`config.mk`:
```
export PLATFORM = sky130hd
export DESIGN_NAME = uart_rxq
export DESIGN_NICKNAME = d
export VERILOG_FILES = /design/src/rtl/uart_rxq_pkg.sv /design/src/rtl/uart_rxq_frame.sv /design/src/rtl/uart_rxq_store.sv /design/src/rtl/uart_rxq.sv
export SDC_FILE = /design/constraint.sdc
export NUM_CORES = 1
export LEC_CHECK = 0
export ABC_CLOCK_PERIOD_IN_PS = 5300
export BUFFER_PORTS_ARGS = -buffer_cell sky130_fd_sc_hd__buf_2
export CAP_MARGIN = 20
export CORE_MARGIN = 10
export CORE_UTILIZATION = 48
export CTS_BUF_LIST = sky130_fd_sc_hd__clkbuf_16
export CTS_CLUSTER_SIZE = 14
export DETAILED_ROUTE_END_ITERATION = 7
export PLACE_DENSITY = 0.66
export SYNTH_ARGS = -nofsm -noshare
export SYNTH_HDL_FRONTEND = slang
export SYNTH_SLANG_ARGS = --single-unit
```
`constraint.sdc`:
```
create_clock -name clk -period 5.3 [get_ports clk]
set_input_delay 1.59 -clock clk [delete_from_list [all_inputs] [get_ports clk]]
set_output_delay 1.59 -clock clk [all_outputs]
set_load 0.005 [all_outputs]
```
`src/rtl/uart_rxq_pkg.sv`:
```
`timescale 1ns/1ps
package uart_rxq_pkg;
    localparam int FCR_EN    = 0;
    localparam int FCR_RXCLR = 1;
    localparam int FCR_TXCLR = 2;
    localparam logic [7:0] FCR_KEEP = 8'hC9;

    // trigger level in bytes for a given select code
    function automatic int trig_bytes(input logic [1:0] sel, input int depth);
        case (sel)
            2'd0:    return 1;
            2'd1:    return depth / 4;
            2'd2:    return depth / 2;
            default: return depth - 2;
        endcase
    endfunction
endpackage

```
`src/rtl/uart_rxq_frame.sv`:
```
`timescale 1ns/1ps
module uart_rxq_frame #(
    parameter int BITCYC_W = 16,
    parameter int TMR_W    = BITCYC_W + 6
) (
    input  logic                clk,
    input  logic                rst_n,
    input  logic [BITCYC_W-1:0] bit_cycles_i,
    input  logic [1:0]          wlen_i,
    input  logic                par_en_i,
    input  logic                stop2_i,
    output logic [TMR_W-1:0]    tmo_cycles_o
);
    logic [3:0]       frame_bits;
    logic [TMR_W-1:0] tmo_d, tmo_q;

    // start + (5 + wlen) data + parity + 1 or 2 stop bits
    always_comb begin
        frame_bits = 4'd7 + {2'b00, wlen_i} + {3'b000, par_en_i} + {3'b000, stop2_i};
        tmo_d      = (TMR_W'(frame_bits) * TMR_W'(bit_cycles_i)) << 2;
    end

    always_ff @(posedge clk or negedge rst_n) begin
        if (!rst_n) tmo_q <= '0;
        else        tmo_q <= tmo_d;
    end

    assign tmo_cycles_o = tmo_q;
endmodule

```
`src/rtl/uart_rxq_store.sv`:
```
`timescale 1ns/1ps
module uart_rxq_store #(
    parameter int DEPTH = 16,
    parameter int W     = 8,
    localparam int PTR_W = $clog2(DEPTH),
    localparam int CNT_W = $clog2(DEPTH + 1)
) (
    input  logic             clk,
    input  logic             rst_n,
    input  logic             clr_i,
    input  logic             wr_i,
    input  logic [W-1:0]     wdata_i,
    input  logic             rd_i,
    output logic [W-1:0]     head_o,
    output logic [CNT_W-1:0] count_o,
    output logic             full_o
);
    typedef struct packed {
        logic [PTR_W-1:0] wp;
        logic [PTR_W-1:0] rp;
        logic [CNT_W-1:0] cnt;
    } ptr_t;

    ptr_t       d, q;
    logic       do_wr, do_rd;
    logic [W-1:0] mem [DEPTH];

    function automatic logic [PTR_W-1:0] bump(input logic [PTR_W-1:0] p);
        return (p == PTR_W'(DEPTH - 1)) ? '0 : p + PTR_W'(1);
    endfunction

    always_comb begin
        d     = q;
        do_rd = rd_i && (q.cnt != '0);
        do_wr = wr_i && ((q.cnt != CNT_W'(DEPTH)) || do_rd);
        if (clr_i) begin
            d = '0;
        end else begin
            if (do_wr) d.wp = bump(q.wp);
            if (do_rd) d.rp = bump(q.rp);
            if (do_wr && !do_rd)      d.cnt = q.cnt + CNT_W'(1);
            else if (do_rd && !do_wr) d.cnt = q.cnt - CNT_W'(1);
        end
    end

    always_ff @(posedge clk or negedge rst_n) begin
        if (!rst_n) q <= '0;
        else        q <= d;
    end

    always_ff @(posedge clk) begin
        if (do_wr && !clr_i) mem[q.wp] <= wdata_i;
    end

    assign head_o  = mem[q.rp];
    assign count_o = q.cnt;
    assign full_o  = (q.cnt == CNT_W'(DEPTH));
endmodule

```
`src/rtl/uart_rxq.sv`:
```
`timescale 1ns/1ps
module uart_rxq
    import uart_rxq_pkg::*;
#(
    parameter int DEPTH    = 16,
    parameter int BITCYC_W = 16,
    localparam int CNT_W   = $clog2(DEPTH + 1),
    localparam int TMR_W   = BITCYC_W + 6
) (
    input  logic                clk,
    input  logic                rst_n,
    input  logic                push_i,
    input  logic [7:0]          push_data_i,
    input  logic                brk_i,
    input  logic                rd_i,
    input  logic                lsr_rd_i,
    input  logic                fcr_wr_i,
    input  logic [7:0]          fcr_data_i,
    input  logic [BITCYC_W-1:0] bit_cycles_i,
    input  logic [1:0]          wlen_i,
    input  logic                par_en_i,
    input  logic                stop2_i,
    output logic [7:0]          rd_data_o,
    output logic                data_ready_o,
    output logic                overrun_o,
    output logic                break_o,
    output logic [CNT_W-1:0]    count_o,
    output logic [CNT_W-1:0]    trig_level_o,
    output logic [7:0]          fcr_o,
    output logic                tx_flush_o,
    output logic                timeout_o
);
    typedef struct packed {
        logic [7:0]       fcr;
        logic [7:0]       hold;
        logic             dr;
        logic             oe;
        logic             bi;
        logic             tmo;
        logic             txfl;
        logic [TMR_W-1:0] tmr;
    } st_t;

    st_t              d, q;
    logic [TMR_W-1:0] tmo_cycles;
    logic             st_clr, st_wr, st_rd;
    logic [7:0]       st_wdata, fifo_head;
    logic [CNT_W-1:0] fifo_cnt;
    logic             fifo_full;
    logic             fifo_on, en_flip, pop, restart;

    uart_rxq_frame #(.BITCYC_W(BITCYC_W), .TMR_W(TMR_W)) u_frame (
        .clk         (clk),
        .rst_n       (rst_n),
        .bit_cycles_i(bit_cycles_i),
        .wlen_i      (wlen_i),
        .par_en_i    (par_en_i),
        .stop2_i     (stop2_i),
        .tmo_cycles_o(tmo_cycles)
    );

    uart_rxq_store #(.DEPTH(DEPTH), .W(8)) u_store (
        .clk    (clk),
        .rst_n  (rst_n),
        .clr_i  (st_clr),
        .wr_i   (st_wr),
        .wdata_i(st_wdata),
        .rd_i   (st_rd),
        .head_o (fifo_head),
        .count_o(fifo_cnt),
        .full_o (fifo_full)
    );

    assign fifo_on = q.fcr[FCR_EN];
    assign en_flip = fcr_data_i[FCR_EN] ^ q.fcr[FCR_EN];

    always_comb begin
        d        = q;
        d.txfl   = 1'b0;
        st_clr   = 1'b0;
        st_wr    = 1'b0;
        st_rd    = 1'b0;
        st_wdata = push_data_i;
        pop      = 1'b0;
        restart  = 1'b0;

        if (fcr_wr_i) begin
            // control write owns the cycle
            d.fcr  = fcr_data_i & FCR_KEEP;
            d.txfl = fcr_data_i[FCR_TXCLR] | en_flip;
            if (fcr_data_i[FCR_RXCLR] | en_flip) begin
                st_clr = 1'b1;
                d.dr   = 1'b0;
                d.bi   = 1'b0;
                d.tmo  = 1'b0;
                d.tmr  = '0;
            end
        end else begin
            if (lsr_rd_i) begin
                d.bi = 1'b0;
                d.oe = 1'b0;
            end

            if (rd_i) begin
                if (fifo_on) begin
                    pop   = (fifo_cnt != '0);
                    st_rd = 1'b1;
                    d.tmo = 1'b0;
                    if (fifo_cnt <= CNT_W'(1)) begin
                        d.dr = 1'b0;
                        d.bi = 1'b0;
                    end else begin
                        restart = 1'b1;
                    end
                end else begin
                    d.dr = 1'b0;
                    d.bi = 1'b0;
                end
            end

            if (brk_i) begin
                if (fifo_on) begin
                    st_wr    = 1'b1;
                    st_wdata = 8'h00;
                    if (fifo_full && !pop) d.oe = 1'b1;
                end else begin
                    d.hold = 8'h00;
                end
                d.dr = 1'b1;
                d.bi = 1'b1;
            end else if (push_i) begin
                if (fifo_on) begin
                    st_wr   = 1'b1;
                    restart = 1'b1;
                    if (fifo_full && !pop) d.oe = 1'b1;
                end else begin
                    if (q.dr && !rd_i) d.oe = 1'b1;
                    d.hold = push_data_i;
                end
                d.dr = 1'b1;
            end

            if (restart) begin
                d.tmr = tmo_cycles;
            end else if (q.tmr != '0) begin
                d.tmr = q.tmr - TMR_W'(1);
                if (q.tmr == TMR_W'(1) && fifo_cnt != '0 && !rd_i) d.tmo = 1'b1;
            end
        end
    end

    always_ff @(posedge clk or negedge rst_n) begin
        if (!rst_n) q <= '0;
        else        q <= d;
    end

    assign rd_data_o    = fifo_on ? ((fifo_cnt != '0) ? fifo_head : 8'h00) : q.hold;
    assign data_ready_o = q.dr;
    assign overrun_o    = q.oe;
    assign break_o      = q.bi;
    assign count_o      = fifo_cnt;
    assign trig_level_o = CNT_W'(trig_bytes(q.fcr[7:6], DEPTH));
    assign fcr_o        = q.fcr;
    assign tx_flush_o   = q.txfl;
    assign timeout_o    = q.tmo;
endmodule

```
Word level (Yosys, flattened, before mapping)
Memory sizes are Yosys's and may differ from the RTL's.
Cells that the tools add are included.
Word-level totals
  output and inout bits: 31
  memories: 1
  flip-flop bits (word level): 72
  memory bits (writable): 128
  bits of input ports: 43
  word-level logic and storage cells: 126
Memories
  u_store.mem: depth 16, width 8, rd ports 1, clocked after Yosys merged registers in 0, write ports 1, line uart_rxq_store.sv:26  | logic [W-1:0] mem [DEPTH];
Operators by class
  bitwise gates (word level): 5
  $mul: 1
  muxes and demuxes: 62
  equal/unequal tests: 9
  add/subtract/negate cells: 8
  reduce and logical (&&, ||, !) cells: 27
  magnitude comparators: 1
Operators by type and width (number)
  $mux W22: 4
  $mux W8: 7
  $mux W1: 37
  $eq A22 B1 Y1 const B: 1
  $reduce_bool A22 Y1: 1
  $sub A22 B1 Y22 const B: 1
  $mul A4 B16 Y20: 1
  $mux W10: 2
  $mux W4: 4
  $mux W13: 1
  $pmux W4 S3: 1
  $mux W5: 2
  $logic_and A1 B1 Y1: 9
  $add A4 B1 Y4: 2
  $add A4 B1 Y4 const B: 2
  $eq A4 B4 Y1 const B: 2
  $mux W2: 4
  $reduce_and A3 Y1: 2
  $reduce_bool A2 Y1: 3
  $reduce_bool A3 Y1: 2
  $add A5 B1 Y5 const B: 1
  $eq A5 B5 Y1 const B: 1
  $le A5 B1 Y1 const B: 1
  $logic_not A1 Y1: 5
  15 further kinds: 17

Depth between registers and ports, before layout
  depth in word-level cells: 11
  depth in mapped cells: 19
  gate-level depth less buffers: 18

Cells and area by module
Synthesis repeated with hierarchy kept, for this count alone.
Unflattened totals
  cells, all modules: 937
  area total of the unflattened synthesis: 11223.3 µm²
Modules (own cells, without submodules)
  uart_rxq_store: area each 5884.4 µm², sequential area each 4169.0 µm², cells each 332, instances 1
  uart_rxq_frame: area each 2675.1 µm², sequential area each 500.5 µm², cells each 300, instances 1
  uart_rxq: area each 2663.8 µm², sequential area each 975.9 µm², cells each 305, instances 1

Least setup slack after synthesis
Ideal clock, no wire load.
  path kind: input -> register
  from: in wlen_i[0]
  to: reg u_frame.tmo_q[20] (netlist: u_frame.tmo_cycles_o[20])
  path buffers: 1
  data arrival time: 5.856 ns
  library setup time: 0.104 ns
  setup slack: -0.660 ns
  required time: 5.196 ns
  cell stages on the path: 18
  cells stage by stage: inv_1 ha_1 inv_1 ha_1 fa_1 xnor2_1 clkbuf_1 nand2_1 fa_1 fa_1 inv_1 ha_1 nor2b_1 o31a_1 o21a_1 o311a_1 or4_1 o311ai_1
On the way
  word-level cells in the longest chain between the ends: 4
RTL lines
  start: declaration: line uart_rxq.sv:20  | input logic [1:0] wlen_i,
  $add A3 B2 Y4: line uart_rxq_frame.sv:19  | frame_bits = 4'd7 + {2'b00, wlen_i} + {3'b000, par_en_i} + {3'b000, stop2_i};
  $add A4 B1 Y4 (2 in series): line uart_rxq_frame.sv:19
  $mul A4 B16 Y20: line uart_rxq_frame.sv:20  | tmo_d = (TMR_W'(frame_bits) * TMR_W'(bit_cycles_i)) << 2;
  named net u_frame.tmo_d[20]: line uart_rxq_frame.sv:15  | logic [TMR_W-1:0] tmo_d, tmo_q;
  end signal: assignment: line uart_rxq_frame.sv:25  | else tmo_q <= tmo_d;
  end: declaration: line uart_rxq_frame.sv:15
The timed path passes the listed nets, and every way through them passes these cells.
A chain may end at the register's enable or synchronous reset.

Worst setup path after layout
Same ends and word-level chain as after synthesis.

==> flow_results.org <==
** Clock network
- Counting the buffers created by CTS gives 17.
- At the later pin of the worst-skew pair, clock insertion delay measures 0.44 ns.
- The root buffer cell chosen for the clock tree is sky130_fd_sc_hd__clkbuf_16.
- The clock passes through at most 2 buffers.
- Once the clock tree was built, the setup fixing pass inserted 0 buffers.
- CTS tree :: done
- The clock tree synthesis step divided the H-tree into 4 levels.
- Clock-pin slew was measured on the worst setup and hold paths at 0.07 ns.
- Num Clock Sinks :: 200

** GRT
- The first global-routing pass estimated 37380 um of wire.
- Via count of the first global-routing pass :: 7045
- Maximum number of pins on one net before global-route repair :: 73
- Global routing finished with a remaining overflow of 0.
- Global routing used 16.12% of the available tracks.
- The initial antenna violation count came to 0.

** Floorplanning
- Starting density of the core :: 49.18%
- Horiz. Die Dim :: 170.2 um
- In this run the count of I/O pins placed on the die edge is 74.
- Die Y :: 170.2 um
- Row generation in the floorplan step produced 54 rows.
- Core outline area :: 22030 um^2
- Overall die area :: 28980 um^2

** Hold path
- In this run the worst hold path is classified as register to register.
- The worst hold path begins at q[34].
- Counting instances, the worst hold path has a depth of 2.
- Hold Crit Endpoint :: q[34]

** Pwr
- Dividing total power by cell area gives a power density of 413.0 nW/um^2.
- Total power for the finished layout comes to 5.148 mW.
- Largest vdd supply drop :: 267.3 uV
- The analysis attributes to cell leakage a power of 5.072 nW.

** Logic synthesis
- Unique cell type count in the Yosys netlist :: 66
- After synthesis, flip-flops and latches occupy 52.11% of the total area.
- Multiplexer share of the synthesized area :: 8.720%
- Post-Synthesis Cell Area :: 10830 um^2
- Biggest area consumer among synthesized cells :: sky130_fd_sc_hd__edfxtp_1
- The synthesized design contains 128 enable-type register cells.
- Share of synthesized flip-flops with an asynchronous set or reset :: 36.00%
- The synthesized design devotes to its leading area cell type 35.48% of total area.
- Prevailing post-synth register cell :: sky130_fd_sc_hd__edfxtp_1
- Dividing the synthesized area by the synthesized cell count gives 12.12 um^2.
- Adder-cell share of the synthesized area :: 9.633%
- Count leader, synth :: sky130_fd_sc_hd__edfxtp_1
- Top cells by area, synth :: sky130_fd_sc_hd__edfxtp_1 35%, sky130_fd_sc_hd__dfrtp_1 17%, sky130_fd_sc_hd__mux4_2 8.3%
- The Yosys step of the flow raised 0 warnings.
- XOR/XNOR share of the synthesized area :: 1.617%
- Area fraction in compound gates after synthesis :: 9.702%
- Area fraction in and, or, nand and nor cells after synthesis :: 12.72%
- Number of instances in the synthesized netlist :: 894
- The commonest cells after synthesis are 128 x sky130_fd_sc_hd__edfxtp_1, 88 x sky130_fd_sc_hd__inv_1, 72 x sky130_fd_sc_hd__dfrtp_1.
- Flip-flop and latch count after synthesis :: 200
- Largest family of logic cells by synthesized area :: simple AND/OR/NAND/NOR gates

** Worst setup path
- Crit path max-delay family :: adder cells
- The worst register-to-register path ends at u_store.mem[1][6].
- Among all stages on the critical path, the largest delay is contributed by sky130_fd_sc_hd__fa_1.
- For the worst setup path, the data required time is 5.62 ns.
- In this run the critical register-to-register path is launched from fcr_o[0].
- The signal on the critical path passes through buf_12 -> inv_12 -> ha_4 -> inv_2 -> ha_4 -> fa_2 -> xnor2_4 -> and2_4 -> fa_1 -> inv_2 -> fa_1 -> inv_2 -> ha_4 -> nor2b_4 -> o31a_1 -> o21a_1 -> o311a_1 -> or4_1 -> o311ai_1.
- Of all nets on the critical path, the largest fanout is 6.
- The worst setup path is captured at a register.
- By startpoint and endpoint, the worst setup path is classified as primary input to register.
- For the worst setup path, the data arrival time is 5.63 ns.
- Highest cell delay on the worst timing path :: 0.51 ns
- Register-to-register setup slack :: 2.32 ns
- STA classifies the critical path startpoint as a primary input.
- Count of buffering cells on the critical path with inverters included :: 5
- The worst register-to-register path has a depth of 5.

** Routing
- The first detailed-routing pass took 5 iterations.
- Number of remaining DRC errors :: 0
- Dividing the detail-routed wire length by the instance count gives 17.33 um.
- Once detail routing completed, the nets flagged for antenna violations numbered 0.
- Detailed routing inserted a total of 7052 vias.
- After detailed routing, the number of vias per cell comes to 5.496.
- Summed over all layers, the routed wires come to 22240 um.
- First-iteration detailed-routing DRC count :: 621

** Timing
- Setup repair after global routing could not meet its margin everywhere.
- Setup slack on the critical path of the routed design comes to -0.004078 ns.
- The tightest hold path in the finished design has a slack of 0.4846 ns.
- For the pin with the worst max-slew slack, the measured transition is 0.9340 ns.
- Shortest clock period the worst path allows after layout :: 5.304 ns
- The worst path uses 100.1% of the clock period.
- Final hold violations :: 0
- Headroom to the max-slew limit :: 37.61%
- Number of failing setup endpoints in the final timing report :: 1
- Max Clock Freq :: 188.5 MHz
- Final number of max-transition violations :: 0
- Across the routed clock network, the largest skew measured is 0.02669 ns.
- Post-Route Setup TNS :: -0.004078 ns

** Final layout
- Layout cell share with drive strength beyond 1 :: 23.23%
- The finished layout holds 1283 standard cells, fillers aside.
- Fin util :: 56.59%
- Antenna cells :: 0
- Summing all multi-input logic gate instances after layout gives 4727 um^2.
- The filler cells instantiated in the layout total 1856.
- Compared with the post-synthesis result, the final layout area differs by 15.06%.
- The final layout contains 1099 nets.
- Register area :: 5647 um^2
- Once layout is done, the placed cells without fillers occupy 12460 um^2.

** Placement
- Before CTS, the worst setup slack after placement is -0.5146 ns.
- Port buffering added 66 buffers.
- Once placement finished, the instance area stood at 11830 um^2.
- DP Cell Count :: 1251
- Routability-driven placement finished with a final weighted congestion of 0.8199.
- HPWL after detailed placement :: 16100 um

** Status
- The run finished, with violations left.
- The final reports fail on negative setup slack.

** Job
- Max-cap violations in this run came to 0.
## registers in the layout, indices dropped and copies added, names as in the netlist, 4 cells and up
| name | cells |
|---|---|
| fcr_o | 4 |
| q | 30 |
| u_frame.tmo_cycles_o | 20 |
| u_store.count_o | 5 |
| u_store.mem | 128 |
| u_store.q | 8 |
## how the worst max path moves through the flow
stage / slack [ns] / endpoint / startpoint / cells after the start
finish: -0.004 / u_frame.tmo_cycles_o[20] / wlen_i[0] / 19
global route: -0.15 / u_frame.tmo_cycles_o[16] / wlen_i[0] / 20
CTS: 0.003 / u_frame.tmo_cycles_o[20] / stop2_i / 19
detailed placement: -0.51 / u_frame.tmo_cycles_o[20] / wlen_i[0] / 18
global placement: -0.51 / u_frame.tmo_cycles_o[20] / wlen_i[0] / 18
floorplan: -0.32 / u_frame.tmo_cycles_o[20] / wlen_i[0] / 18
## cell type report
type                       count  area share [%]
clock buffer                  17           3.413
clock inverter                15           1.154
inverter                      88           2.791
multi-input combinational    556           37.92
sequential                   200           45.30
tap                          280           2.811
timing repair buffer         127           6.605
## layout by cell type, fill, tap and decap left out, types with 8 or more instances in the layout
cell type,instances
sky130_fd_sc_hd__buf_2,63
sky130_fd_sc_hd__o311ai_0,8
sky130_fd_sc_hd__nand2_1,63
sky130_fd_sc_hd__edfxtp_1,128
sky130_fd_sc_hd__nor2_1,35
sky130_fd_sc_hd__and2_1,53
sky130_fd_sc_hd__nor3_1,18
sky130_fd_sc_hd__xor2_1,9
sky130_fd_sc_hd__nor2b_1,20
sky130_fd_sc_hd__nor4_1,10
sky130_fd_sc_hd__clkbuf_16,17
sky130_fd_sc_hd__buf_4,60
sky130_fd_sc_hd__a21oi_1,35
sky130_fd_sc_hd__inv_1,85
sky130_fd_sc_hd__o22ai_1,13
sky130_fd_sc_hd__and3_1,10
sky130_fd_sc_hd__or3_1,9
sky130_fd_sc_hd__mux4_2,40
sky130_fd_sc_hd__o211ai_1,8
sky130_fd_sc_hd__o21ai_0,38
sky130_fd_sc_hd__ha_1,33
sky130_fd_sc_hd__dfrtp_1,71
sky130_fd_sc_hd__fa_1,27
sky130_fd_sc_hd__xnor2_1,10
## metal layers
layer / routed length, um / global-route usage (%) / vias to the layer above
li1: - / - / 3402
met1: 11080 / 24.11 / 3462
met2: 9603 / 23.03 / 176
met3: 1362 / 3.748 / 12
met4: 196 / 4.195 / 0
met5: 0 / 0 / -
## cells by family after synthesis
logic type	count (synthesis)
adders and majority gates	66
and+or+nand+nor	257
DFF	200
xor gates and xnor gates	20
other	1
AOI/OAI and AO/OA	164
muxes	44
buffers and inverters	142
## worst register-to-register path, stage by stage, from the launching register on
cell	delay (ns)
sky130_fd_sc_hd__dfrtp_1	0.80
sky130_fd_sc_hd__nor2b_1	0.44
sky130_fd_sc_hd__nor2b_1	0.26
sky130_fd_sc_hd__o21ai_1	0.28
sky130_fd_sc_hd__nor3_1	0.34
sky130_fd_sc_hd__and2_1	0.49
## where the power goes
part | internal, mW | total, mW | leakage, nW | switching [mW]
Combinational | 0.894 | 1.90 | 2.70 | 1.01
Sequential | 1.85 | 1.99 | 2.08 | 0.149
Clock | 0.662 | 1.25 | 0.289 | 0.592
Total | 3.40 | 5.15 | 5.07 | 1.75
## what timing repair did
item,in CTS,in global routing
pin swaps,0,17
gates resized for setup,5,14
endpoints found under the setup margin,5,10
hold buffers,0,0
Note: power is estimated with default switching activity, not from simulation.
